--- src/rtl/lane_drive_pkg.sv ---
package lane_drive_pkg;

  localparam int REQ_W  = 2;
  localparam int BYTE_W = 8;
  localparam logic [REQ_W-1:0] SWING_CAP = 2'd2;

  typedef struct packed {
    logic doClr;
    logic doUpd;
  } laneStrobe_t;

  typedef struct packed {
    logic [1:0]       pad;
    logic             preMax;
    logic [REQ_W-1:0] pre;
    logic             swMax;
    logic [REQ_W-1:0] swing;
  } trainByte_t;

  function automatic logic [REQ_W-1:0] preCeil(input logic [REQ_W-1:0] sw);
    case (sw)
      2'd0:    preCeil = 2'd3;
      2'd1:    preCeil = 2'd2;
      2'd2:    preCeil = 2'd1;
      default: preCeil = 2'd0;
    endcase
  endfunction

endpackage

--- src/rtl/lane_drive_ctrl.sv ---
module lane_drive_ctrl
  import lane_drive_pkg::*;
#(
  parameter int LANES = 4
) (
  input  logic             clk,
  input  logic             rstN,
  input  logic             updStb,
  input  logic             clrStb,
  input  logic [1:0]       laneCode,
  output laneStrobe_t      stb,
  output logic [LANES-1:0] laneMask,
  output logic             setValid
);

  int activeCnt;

  // Clear wins over update.
  always_comb begin
    stb.doClr = clrStb;
    stb.doUpd = updStb && !clrStb;
  end

  // Active lane count decode.
  always_comb begin
    case (laneCode)
      2'd0:    activeCnt = 1;
      2'd1:    activeCnt = 2;
      default: activeCnt = LANES;
    endcase
    for (int i = 0; i < LANES; i++) begin
      laneMask[i] = (i < activeCnt);
    end
  end

  always_ff @(posedge clk or negedge rstN) begin
    if (!rstN) setValid <= 1'b0;
    else       setValid <= stb.doUpd;
  end

  p_valid_after_upd_r9: assert property (@(posedge clk) disable iff (!rstN)
    (updStb && !clrStb) |=> setValid);
  p_clear_no_valid_r10: assert property (@(posedge clk) disable iff (!rstN)
    clrStb |=> !setValid);
  p_lane0_active_r8: assert property (@(posedge clk) disable iff (!rstN)
    laneMask[0]);

endmodule

--- src/rtl/lane_drive_dp.sv ---
module lane_drive_dp
  import lane_drive_pkg::*;
#(
  parameter int LANES = 4
) (
  input  logic                    clk,
  input  logic                    rstN,
  input  laneStrobe_t             stb,
  input  logic [LANES-1:0]        laneMask,
  input  logic [LANES*REQ_W-1:0]  swingReq,
  input  logic [LANES*REQ_W-1:0]  preReq,
  output logic [LANES*BYTE_W-1:0] trainSet,
  output logic                    allMaxSwing
);

  logic [REQ_W-1:0] swMerged, peMerged;
  logic [REQ_W-1:0] swFinal, peFinal, ceilNow;
  logic             swHit, peHit;
  trainByte_t       nextByte;
  trainByte_t       laneQ [LANES];
  logic [LANES-1:0] swFlagVec;

  // Maximum over active lanes.
  always_comb begin
    swMerged = '0;
    peMerged = '0;
    for (int i = 0; i < LANES; i++) begin
      if (laneMask[i] && swingReq[i*REQ_W +: REQ_W] > swMerged)
        swMerged = swingReq[i*REQ_W +: REQ_W];
      if (laneMask[i] && preReq[i*REQ_W +: REQ_W] > peMerged)
        peMerged = preReq[i*REQ_W +: REQ_W];
    end
  end

  // Swing cap then swing-dependent pre-emphasis ceiling.
  always_comb begin
    swHit   = (swMerged >= SWING_CAP);
    swFinal = swHit ? SWING_CAP : swMerged;
    ceilNow = preCeil(swFinal);
    peHit   = (peMerged >= ceilNow);
    peFinal = peHit ? ceilNow : peMerged;
    nextByte.pad    = 2'b00;
    nextByte.preMax = peHit;
    nextByte.pre    = peFinal;
    nextByte.swMax  = swHit;
    nextByte.swing  = swFinal;
  end

  for (genvar g = 0; g < LANES; g++) begin : gLane
    always_ff @(posedge clk or negedge rstN) begin
      if (!rstN)                         laneQ[g] <= '0;
      else if (stb.doClr)                laneQ[g] <= '0;
      else if (stb.doUpd && laneMask[g]) laneQ[g] <= nextByte;
    end

    assign trainSet[g*BYTE_W +: BYTE_W] = laneQ[g];
    assign swFlagVec[g] = laneQ[g].swMax | ~laneMask[g];

    p_pad_zero_r6: assert property (@(posedge clk) disable iff (!rstN)
      laneQ[g].pad == 2'b00);
    p_swing_capped_r3: assert property (@(posedge clk) disable iff (!rstN)
      laneQ[g].swing <= SWING_CAP && (laneQ[g].swMax == (laneQ[g].swing == SWING_CAP)));
    p_pre_ceiling_r4: assert property (@(posedge clk) disable iff (!rstN)
      laneQ[g].pre <= preCeil(laneQ[g].swing));
    p_idle_lane_kept_r7: assert property (@(posedge clk) disable iff (!rstN)
      (!laneMask[g] && !stb.doClr) |=> $stable(laneQ[g]));
    p_clear_zero_r10: assert property (@(posedge clk) disable iff (!rstN)
      stb.doClr |=> (laneQ[g] == '0));
  end

  assign allMaxSwing = &swFlagVec;

  p_lanes_match_r7: assert property (@(posedge clk) disable iff (!rstN)
    (stb.doUpd && !stb.doClr && laneMask[LANES-1]) |=> (laneQ[LANES-1] == laneQ[0]));

endmodule

--- src/rtl/lane_drive_merge.sv ---
module lane_drive_merge
  import lane_drive_pkg::*;
#(
  parameter int LANES = 4
) (
  input  logic                    clk,
  input  logic                    rstN,
  input  logic                    updStb,
  input  logic                    clrStb,
  input  logic [1:0]              laneCode,
  input  logic [LANES*REQ_W-1:0]  swingReq,
  input  logic [LANES*REQ_W-1:0]  preReq,
  output logic [LANES*BYTE_W-1:0] trainSet,
  output logic                    allMaxSwing,
  output logic                    setValid
);

  laneStrobe_t      stb;
  logic [LANES-1:0] laneMask;

  lane_drive_ctrl #(.LANES(LANES)) uCtrl (
    .clk      (clk),
    .rstN     (rstN),
    .updStb   (updStb),
    .clrStb   (clrStb),
    .laneCode (laneCode),
    .stb      (stb),
    .laneMask (laneMask),
    .setValid (setValid)
  );

  lane_drive_dp #(.LANES(LANES)) uDp (
    .clk         (clk),
    .rstN        (rstN),
    .stb         (stb),
    .laneMask    (laneMask),
    .swingReq    (swingReq),
    .preReq      (preReq),
    .trainSet    (trainSet),
    .allMaxSwing (allMaxSwing)
  );

endmodule

--- config.mk ---
export PLATFORM = sky130hd
export DESIGN_NAME = lane_drive_merge
export DESIGN_NICKNAME = d
export VERILOG_FILES = /design/src/rtl/lane_drive_pkg.sv /design/src/rtl/lane_drive_ctrl.sv /design/src/rtl/lane_drive_dp.sv /design/src/rtl/lane_drive_merge.sv
export SDC_FILE = /design/constraint.sdc
export NUM_CORES = 1
export LEC_CHECK = 0
export BUFFER_PORTS_ARGS = -buffer_cell sky130_fd_sc_hd__clkbuf_2
export CAP_MARGIN = 25
export CORE_MARGIN = 2
export CORE_UTILIZATION = 50
export CTS_BUF_LIST = sky130_fd_sc_hd__clkbuf_8
export DETAILED_ROUTE_END_ITERATION = 10
export PLACE_DENSITY_LB_ADDON = 0.08
export SKIP_LAST_GASP = 1
export SLEW_MARGIN = 20
export SYNTH_ARGS = -nofsm -noshare
export SYNTH_HDL_FRONTEND = slang
export SYNTH_HIERARCHICAL = 1
export SYNTH_SLANG_ARGS = --single-unit
--- constraint.sdc ---
create_clock -name clk -period 2.7 [get_ports clk]
set_clock_uncertainty 0.15 [all_clocks]
set_input_delay 0.54 -clock clk [delete_from_list [all_inputs] [get_ports clk]]
set_output_delay 0.54 -clock clk [all_outputs]
set_load 0.1 [all_outputs]
After elaboration in Yosys (flattened, before gate mapping)
Index checks and enable logic that the tools add are counted.
Word-level totals
  input port bits: 22
  logic and storage cells: 87
  output and inout bits: 34
  bits in registers: 33
Cells by class
  multiplexer cells: 20
  equal/unequal tests: 3
  reductions and logical operators: 21
  bitwise operators: 8
  order comparisons: 14
Operators by type and width (count)
  $mux W8: 8
  $mux W2: 10
  $logic_and A1 B1 Y1: 13
  $gt A2 B2 Y1: 6
  $reduce_bool A2 Y1: 4
  $lt A1 B3 Y1 const A: 2
  $lt A2 B3 Y1 const A: 2
  $pmux W2 S3: 1
  $pmux W3 S2: 1
  $eq A2 B1 Y1 const B: 2
  $gt A2 B1 Y1 const B: 2
  $logic_not A2 Y1: 2
  $not A1 Y1: 4
  $or A1 B1 Y1: 4
  $reduce_and A4 Y1: 1
  $eq A2 B2 Y1 const B: 1
  $ge A2 B2 Y1: 1
  $ge A2 B2 Y1 const B: 1
  $logic_not A1 Y1: 1

Depth between registers and ports, before layout
Gate-level depths: netlist of the first run.
  word-level depth: 22
  mapped depth: 28

Modules after synthesis
The synthesis of the first run kept the hierarchy.
Modules (own cells, without submodules)
  lane_drive_dp: times used 1, area an instance 1627.8 um^2, cells each 188, sequential area each 500.5 um^2
  lane_drive_ctrl: times used 1, area an instance 92.6 um^2, cells each 10, sequential area each 25.0 um^2

Worst setup path after synthesis of the first run
OpenSTA, ideal clock, no wires.
  path kind: in2reg
  from: input port laneCode[1]
  to: register uDp.laneQ (netlist bit uDp/trainSet[27])
  path buffers: 1
  setup time: 144 ps
  cell stages on the path: 28
  required time: 2406 ps
  arrival time: 5996 ps
  slack: -3590 ps
  cell sequence: or2_1 ha_1 nand2b_1 clkbuf_2 nand2_1 ha_1 nor2b_4 o211ai_4 mux2_4 ha_1 nor4b_1 mux2i_1 mux2_2 o41ai_2 nor2_1 ha_1 nor2_1 or2_2 nand2_1 o211ai_1 o21a_1 or2_2 ha_1 nand2b_1 a21oi_1 o21ai_0 o22ai_1 a311oi_1
RTL lines
  start: declaration: RTL line lane_drive_merge.sv:10  | input logic [1:0] laneCode,
  $eq A2 B1 Y1 / $logic_not A2 Y1 (equally long branches): RTL line lane_drive_ctrl.sv:26  | case (laneCode)
  $pmux W3 S2 (*): RTL line lane_drive_ctrl.sv:26
  $lt A2 B3 Y1 (*): RTL line lane_drive_ctrl.sv:32  | laneMask[i] = (i < activeCnt);
  via laneMask[3]: RTL line lane_drive_merge.sv:19  | logic [LANES-1:0] laneMask;
  $logic_and A1 B1 Y1: RTL line lane_drive_dp.sv:28  | if (laneMask[i] && swingReq[i*REQ_W +: REQ_W] > swMerged)
  $mux W2: RTL line lane_drive_dp.sv:28
  $ge A2 B2 Y1: RTL line lane_drive_dp.sv:37  | swHit = (swMerged >= SWING_CAP);
  $mux W2: RTL line lane_drive_dp.sv:38  | swFinal = swHit ? SWING_CAP : swMerged;
  $eq A2 B2 Y1, or another cell as far along: RTL line lane_drive_pkg.sv:21  | case (sw)
  $pmux W2 S3: RTL line lane_drive_pkg.sv:21
  $ge A2 B2 Y1: RTL line lane_drive_dp.sv:40  | peHit = (peMerged >= ceilNow);
  $mux W2: RTL line lane_drive_dp.sv:41  | peFinal = peHit ? ceilNow : peMerged;
  $mux W8: RTL line lane_drive_dp.sv:53  | else if (stb.doUpd && laneMask[g]) laneQ[g] <= nextByte;
  $mux W8: RTL line lane_drive_dp.sv:52  | else if (stb.doClr) laneQ[g] <= '0;
  end signal: indexed assignment: RTL line lane_drive_dp.sv:53
  end: declaration: RTL line lane_drive_dp.sv:20  | trainByte_t laneQ [LANES];
Mark *: on every way through the listed nets, which the timed path passes. The rest lies on a longest branch. The select of a mux whose other input is x is not followed.
A chain may end at the register's enable or synchronous reset.

Worst setup path after layout of the first run
  from: input port laneCode[1]
  to: register uDp.laneQ (netlist bit uDp/trainSet[11])
RTL lines (RTL line)
  $eq A2 B1 Y1 / $logic_not A2 Y1 (equally long branches): lane_drive_ctrl.sv:26
  $pmux W3 S2 (*): lane_drive_ctrl.sv:26
  $lt A2 B3 Y1 (*): lane_drive_ctrl.sv:32
  via laneMask[3]: lane_drive_merge.sv:19
  $logic_and A1 B1 Y1: lane_drive_dp.sv:28
  $mux W2: lane_drive_dp.sv:28
  $ge A2 B2 Y1: lane_drive_dp.sv:37
  $mux W2: lane_drive_dp.sv:38
  $eq A2 B2 Y1, or another cell as far along: lane_drive_pkg.sv:21
  $pmux W2 S3: lane_drive_pkg.sv:21
  $ge A2 B2 Y1: lane_drive_dp.sv:40
  $mux W2 (*): lane_drive_dp.sv:41
  $mux W8 (*): lane_drive_dp.sv:53
  $mux W8 (*): lane_drive_dp.sv:52
Marked as above.

==> results of run 1 <==
==> cells by family (layout without fill, tap and decap cells) <==
family | Yosys count | after routing
buffers and inverters | 37 | 136
DFF | 21 | 21
and+or+nand+nor | 67 | 67
other | 1 | 8
adders and majority gates | 15 | 15
AOI/OAI and AO/OA | 50 | 50
muxes | 7 | 7
==> stage by stage <==
step / util / setup slack, ps / std cells
6_report: 0.886 / -2740 / 350
5_1_grt: 0.886 / -2960 / 350
4_1_cts: 0.825 / -2580 / 342
3_5_place_dp: 0.707 / -2900 / 315
3_3_place_gp: 0.707 / -2690 / 315
2_1_floorplan: - / -2870 / 205
==> power by group through the flow <==
stage	Combinational (mW)	Sequential, mW	Clock [mW]
global placement	0.837	0.350	0
CTS	1.06	0.346	0.211
detailed placement	0.866	0.352	0
finish	1.25	0.348	0.214
global route	1.30	0.350	0.227
floorplan	0.497	0.489	0
==> sequential cells by signal, indices dropped and copies added, names as in the netlist <==
register / cells
uDp/trainSet: 20
uCtrl/setValid: 1
==> Yosys cell counts (3+ instances only) <==
cell type,instances
clkbuf_1,5
a211oi_1,10
nand2b_1,3
buf_4,14
ha_1,15
nor2_1,17
nand2_1,20
a31oi_1,3
nand3b_1,4
and2_1,6
dfrtp_1,21
inv_1,16
a21oi_1,7
o21ai_0,3
o41ai_1,3
nor2b_1,5
o21bai_1,3
o211ai_1,6
mux2i_1,5
==> worst max path at each step <==
stage	slack, ps	cells past startpoint	end	start
2_1_floorplan	-2870	28	uDp/trainSet[27]$_DFFE_PN0P_	laneCode[1]
3_3_place_gp	-2690	28	uDp/trainSet[19]$_DFFE_PN0P_	laneCode[1]
3_5_place_dp	-2900	28	uDp/trainSet[27]$_DFFE_PN0P_	laneCode[1]
4_1_cts	-2580	28	uDp/trainSet[27]$_DFFE_PN0P_	laneCode[0]
5_1_grt	-2960	30	uDp/trainSet[11]$_DFFE_PN0P_	laneCode[1]
6_report	-2740	30	uDp/trainSet[11]$_DFFE_PN0P_	laneCode[1]
==> layout by cell type (no fill, tap or decap), drive strengths merged, types with 2 or more instances in the layout <==
cell	n
a211oi	10
a21o	2
a21oi	7
a31oi	3
and2	6
buf	71
clkbuf	48
conb	8
dfrtp	21
ha	15
inv	16
mux2	2
mux2i	5
nand2	20
nand2b	3
nand3	2
nand3b	4
nor2	17
nor2b	6
nor3b	2
o211ai	7
o21ai	4
o21bai	3
o22ai	2
o41ai	5
or2	4
==> cell type report <==
cell class                      instances  area [µm²]  share of cell area
Multi-Input combinational cell        147        1430               0.486
Timing Repair Buffer                  116         816               0.278
Sequential cell                        21         526               0.179
Inverter                               16        62.6              0.0213
Tap cell                               46        57.6              0.0196
Clock buffer                            3        41.3              0.0141
Clock inverter                          1        5.00             0.00171
==> worst max-delay path: cells and delay by family <==
kind | cells | cell delay, ps
adder cells (fa/ha/maj) | 5 | 1120
multiplexers | 1 | 290
AND/OR/NAND/NOR | 10 | 1370
buffers and inverters | 6 | 720
AO/OA/AOI/OAI | 8 | 1420
==> routing by layer <==
layer  vias up  part of all wire
met4         0             0.052
met5         -                 0
li1        895                 -
met1       950              0.35
met3        27             0.052
met2       101              0.54
==> what timing repair did <==
item                       CTS  global route
buffers inserted            24             9
resized for setup           34            29
setup endpoints to repair   21            21
hold endpoints to repair     0             0
pin swaps                   22            23
==> results.md, run 1 <==
* Syn. warnings at 6
* RSZ-0062 raised after global routing: yes
* Grt met3 use at 0.00721
* FP Rows at 21
* Post-CTS Hold Buffers at 0
* Mapped Area at around 0.0017 mm²
* Crit-path max FO at 4
* Leading post-synthesis cells by cell area: dfrtp_1 (31%), ha_1 (11%), buf_4 (6.1%)
* Core Footprint at 0.00331 mm²
* Post-Synth Simple-Gate Area at 0.199
* Final critical-path share of the clock period at 2.02
* Drt pass-1 iters at 5
* Peak VDD IR at ~320 µV
* Synth unique cells at 44
* Hold slack at a little under 70 ps
* Ys flop type: dfrtp_1
* Fin. Hold Viols at 0
* I/O Pins at 56
* IO buf count at 47
* CP Launch Type: primary input
* Drt initial violations at approximately 180
* Drt total wl at slightly above 6 mm
* CTS tree: done
* Worst Setup End Kind: flip-flop
* P_int at 990 µW
* Largest net degree at the start of global routing at 25
* Final min period at between 5000 and 6000 ps
* Status: finished with violations
* Synth Area in XOR/XNOR at 0
* Clock sink count at 21
* First-pass GRT wire length at 8.73 mm
* Worst r2r src: uDp/trainSet[2]$_DFFE_PN0P_
* Multiplexer area fraction after synthesis at 0.0444
* Reg2reg path depth at 2
* Via count at 1973
* Syn Inst Count at ~200
* # setup viols final at 21
* Arr. time, crit path at approximately 5500 ps
* CTS H-Tree Depth at 1
* HPWL after DPL at between 3 and 4 mm
* CP dominant cell by count: ha_4
* NetSw at approximately 820 µW
* Leak pwr at approximately 1.5 nW
* Post-synthesis compound-gate area fraction at 0.228
* GPL Wtd Cong at about 0.85
* Overflow after GRT at 0
* Slew headroom at 0.615
* Hold crit path type: primary input to async pin
* Via density at about 5.6
* Largest family of logic cells by synthesized area: compound AO/OA/AOI/OAI gates
* Area share of the leading cell type in the synthesized netlist at 0.305
* Clock latency at the later pin of the worst-skew pair at 260 ps
* Yosys top cell by area: dfrtp_1
* Met2 Resource Use GR at 0.556
* Initial antenna violation count at 0
* Share of total power in the clock network at 0.118
* EDFF count, synth at 0
* Seq cells post-synth at 21
* Die width at between 60 and 70 µm
* Die ar. at 0.00393 mm²
* Met1 track demand over resource at 0.299
* Most Crowded Layer GR: met2
* Vert. Die Dim at approximately 63 µm
* Vias in the first global route at about 2000
* Setup TNS Final at -39250 ps
* Slew @ Worst Pin at roughly 580 ps
* R2r setup slk at between 1500 and 2000 ps
* Post-route cell area at slightly below 0.003 mm²
* Placed Instance Area at around 0.0023 mm²
* Critical path required time at between 2000 and 3000 ps
* Initial Util at 0.520
* Final Max Slew Viols at 0
* Seq/Total Area, Yosys at 0.305
* Post-DRT Antenna Nets at 0
* Failing checks: negative setup slack
* Sw Share at 0.453
* GRT Overall Usage at 0.279
* CP max stage delay at roughly 290 ps
* Setup ws final at -2740 ps
* Power per cell area at 617 mW/mm²
* Worst r2r dst: uDp/trainSet[2]$_DFFE_PN0P_
* Combinational Power Share at 0.690
* Max-cap violations at 0
* Max stage delay cell, worst path: mux2i_1
* # DRC at 0
* Clock transition at path regs at 80 ps
* CP Class: primary input to flip-flop
* Final Power at about 1.8 mW
* Fin nets at around 340
* Share of power burned in registers at 0.192
* Synth-to-layout area growth at 70.5%
* Syn Area/Cell at between 8 and 9 µm²
* Layout cells sized above 1 at 0.595
* FMAX at approximately 180 MHz
* Wire per inst at about 18 µm
* Fillers at approximately 160
* Clk buf depth at 2
* Async SR Flop Fraction at 1.00
* Clock buffer count from CTS at 3
* Post-synthesis adder-cell area fraction at 0.109
* Root Driver: clkbuf_8
* # diodes at 0
Power figures use the tool's default switching activity.
==> run 2, diff against run 1 <==
- CORE_MARGIN: 2 -> 5
==> results.md, run 2 (synthesized netlist as in run 1, its figures left out) <==
* Vias in the first global route at 1827 (-6.5%)
* Worst Setup End Kind: flip-flop
* # setup viols final at 21 (unchanged)
* Hold crit path type: primary input to async pin
* Synth-to-layout area growth at 64.9%
* Via count at 1833 (-7.1%)
* Crit-path max FO at 4 (unchanged)
* Via density at 5.41 (-4.1%)
* Max stage delay cell, worst path: mux2_4
* First-pass GRT wire length at 8.20 mm (-6.1%)
* Most frequent cells in the layout: buf_4 (51), clkbuf_2 (44), dfrtp_1 (21), inv_1 (14), nor2_1 (14)
* CTS H-Tree Depth at 1 (unchanged)
* Placed cells at 314 (-0.32%)
* Root Driver: clkbuf_8
* Fin nets at 331 (-3.2%)
* Largest net degree at the start of global routing at 25 (unchanged)
* Clk buf depth at 2 (unchanged)
* FMAX at 185 MHz (+0.74%)
* Finished Layout Cells at 339 (-3.1%)
* Slew @ Worst Pin at 554 ps (-22.5 ps)
* Die ar. at 0.00471 mm² (+20%)
* Clock sink count at 21 (unchanged)
* Post-CTS Hold Buffers at 0 (unchanged)
* I/O Pins at 56 (unchanged)
* Initial Util at 0.516 (-0.00409)
* GRT Overall Usage at 0.227 (-0.0518)
* Fin. Hold Viols at 0 (unchanged)
* CP Class: primary input to flip-flop
* Clock transition at path regs at 70 ps (about the same)
* Final Max Slew Viols at 0 (unchanged)
* Top delay family on crit path: simple AND/OR/NAND/NOR gates
* Wire per inst at 15.6 µm (-11%)
* Drt total wl at 5.29 mm (-14%)
* Power per cell area at 581 mW/mm² (-5.8%)
* Vert. Die Dim at 68.7 µm (+9.6%)
* Most common cell after layout, fill and taps aside: buf_4
* HPWL after DPL at 3.67 mm (+4.6%)
* RSZ-0062 raised after global routing: yes
* IO buf count at 47 (unchanged)
* Layout cells sized above 1 at 0.587 (-0.00836)
* CP Launch Type: primary input
* Clock buffer count from CTS at 3 (unchanged)
* Arr. time, crit path at 5370 ps (-90 ps)
* Post-DRT Antenna Nets at 0 (unchanged)
* # diodes at 0 (unchanged)
* Drt pass-1 iters at 4 (-1)
* Failing checks: negative setup slack
* FP Rows at 21 (unchanged)
* Leak pwr at 1.43 nW (-2.3%)
* Final critical-path share of the clock period at 2.00 (-0.0148)
* Clock latency at the later pin of the worst-skew pair at 260 ps (about the same)
* GPL Wtd Cong at 0.797 (-5.9%)
* Critical path buffers and inverters at 1 (-5)
* Drt initial violations at 138 (-25%)
* CP max stage delay at 340 ps (+50 ps)
* Largest register FFs at 20 (unchanged)
* Max-cap violations at 0 (unchanged)
* CP dominant cell by count: ha_4
* Final Power at 1.65 mW (-8.9%)
* Die width at 68.7 µm (+9.6%)
* Peak VDD IR at 278 µV (-13%)
* Slew headroom at 0.632 (+0.0174)
* Setup ws final at -2700 ps (+39.9 ps)
* # DRC at 0 (unchanged)
* Finished Core Util at 0.850 (-0.0355)
* Status: finished with violations
* Setup TNS Final at -38100 ps (+1160 ps)
* CTS tree: done
* Core Footprint at 0.00334 mm² (+0.79%)
* Final min period at 5400 ps (-39.9 ps)
* Critical path required time at 2670 ps (-50 ps)
* Overflow after GRT at 0 (unchanged)
* Initial antenna violation count at 0 (unchanged)
==> run 2: cell types whose count changed in the layout (fill, tap and decap cells not counted), sizes merged <==
cell / previous run / this run
clkbuf: 48 / 47
inv: 16 / 17
clkinv: 1 / 0
buf: 71 / 61
==> run 2: final timing paths <==
kind | cells after the start | startpoint | slack (ps) | endpoint
setup / recovery | 28 | laneCode[1] | -2700 | uDp/trainSet[11]$_DFFE_PN0P_
hold / removal | 1 | rstN | 90 | uDp/trainSet[13]$_DFFE_PN0P_
setup reg to reg | 2 | uDp/trainSet[26]$_DFFE_PN0P_ | 1740 | uDp/trainSet[26]$_DFFE_PN0P_
hold reg to reg | 2 | uDp/trainSet[20]$_DFFE_PN0P_ | 370 | uDp/trainSet[20]$_DFFE_PN0P_
max in group asynchronous | 1 | rstN | 1960 | uDp/trainSet[20]$_DFFE_PN0P_
min in group clk | 2 | uDp/trainSet[20]$_DFFE_PN0P_ | 370 | uDp/trainSet[20]$_DFFE_PN0P_
==> run 2: worst reg2reg max path, stage by stage (launching register included) <==
cell and delay [ps]:
dfrtp_1 400, nor2_1 80, a211oi_1 240
==> run 2: cell type report <==
class                      instances  area (µm²)
timing repair buffer             105         733
inverter                          16        60.1
tap                               46        57.6
clock buffer                       3        41.3
fill                             184         499
multi-input combinational        147        1420
sequential                        21         526
clock inverter                     1        3.75
==> run 2: per-layer routing <==
metal / track usage / share of wire / vias up
li1: - / - / 875
met1: 0.259 / 0.41 / 886
met2: 0.439 / 0.53 / 62
met3: 0.0130 / 0.043 / 10
met4: 0.0794 / 0.018 / 0
met5: 0 / 0 / -
==> run 2: report_power, final <==
| group | total (mW) | internal (mW) | switching, mW |
|---|---|---|---|
| Clock | 0.198 | 0.101 | 0.0967 |
| Sequential | 0.346 | 0.333 | 0.0124 |
| Combinational | 1.11 | 0.472 | 0.634 |
| Total | 1.65 | 0.907 | 0.743 |
==> run 2: per-stage QoR <==
step / instance area, µm² / hold WS (ps) / worst slack (ps)
6_report: 2840 / 89.4 / -2700
5_1_grt: 2840 / 128 / -2880
4_1_cts: 2560 / 99.8 / -2600
3_5_place_dp: 2330 / 358 / -2940
3_3_place_gp: 2330 / 346 / -2700
2_1_floorplan: 1890 / 94.4 / -2870
==> run 2: timing repair <==
| action | in CTS | in global routing |
|---|---|---|
| setup endpoints to repair | 21 | 21 |
| pin swaps | 23 | 28 |
| gates cloned | 0 | 0 |
| hold endpoints to repair | 0 | 0 |
| buffers inserted | 11 | 12 |
| gates resized for setup | 21 | 42 |
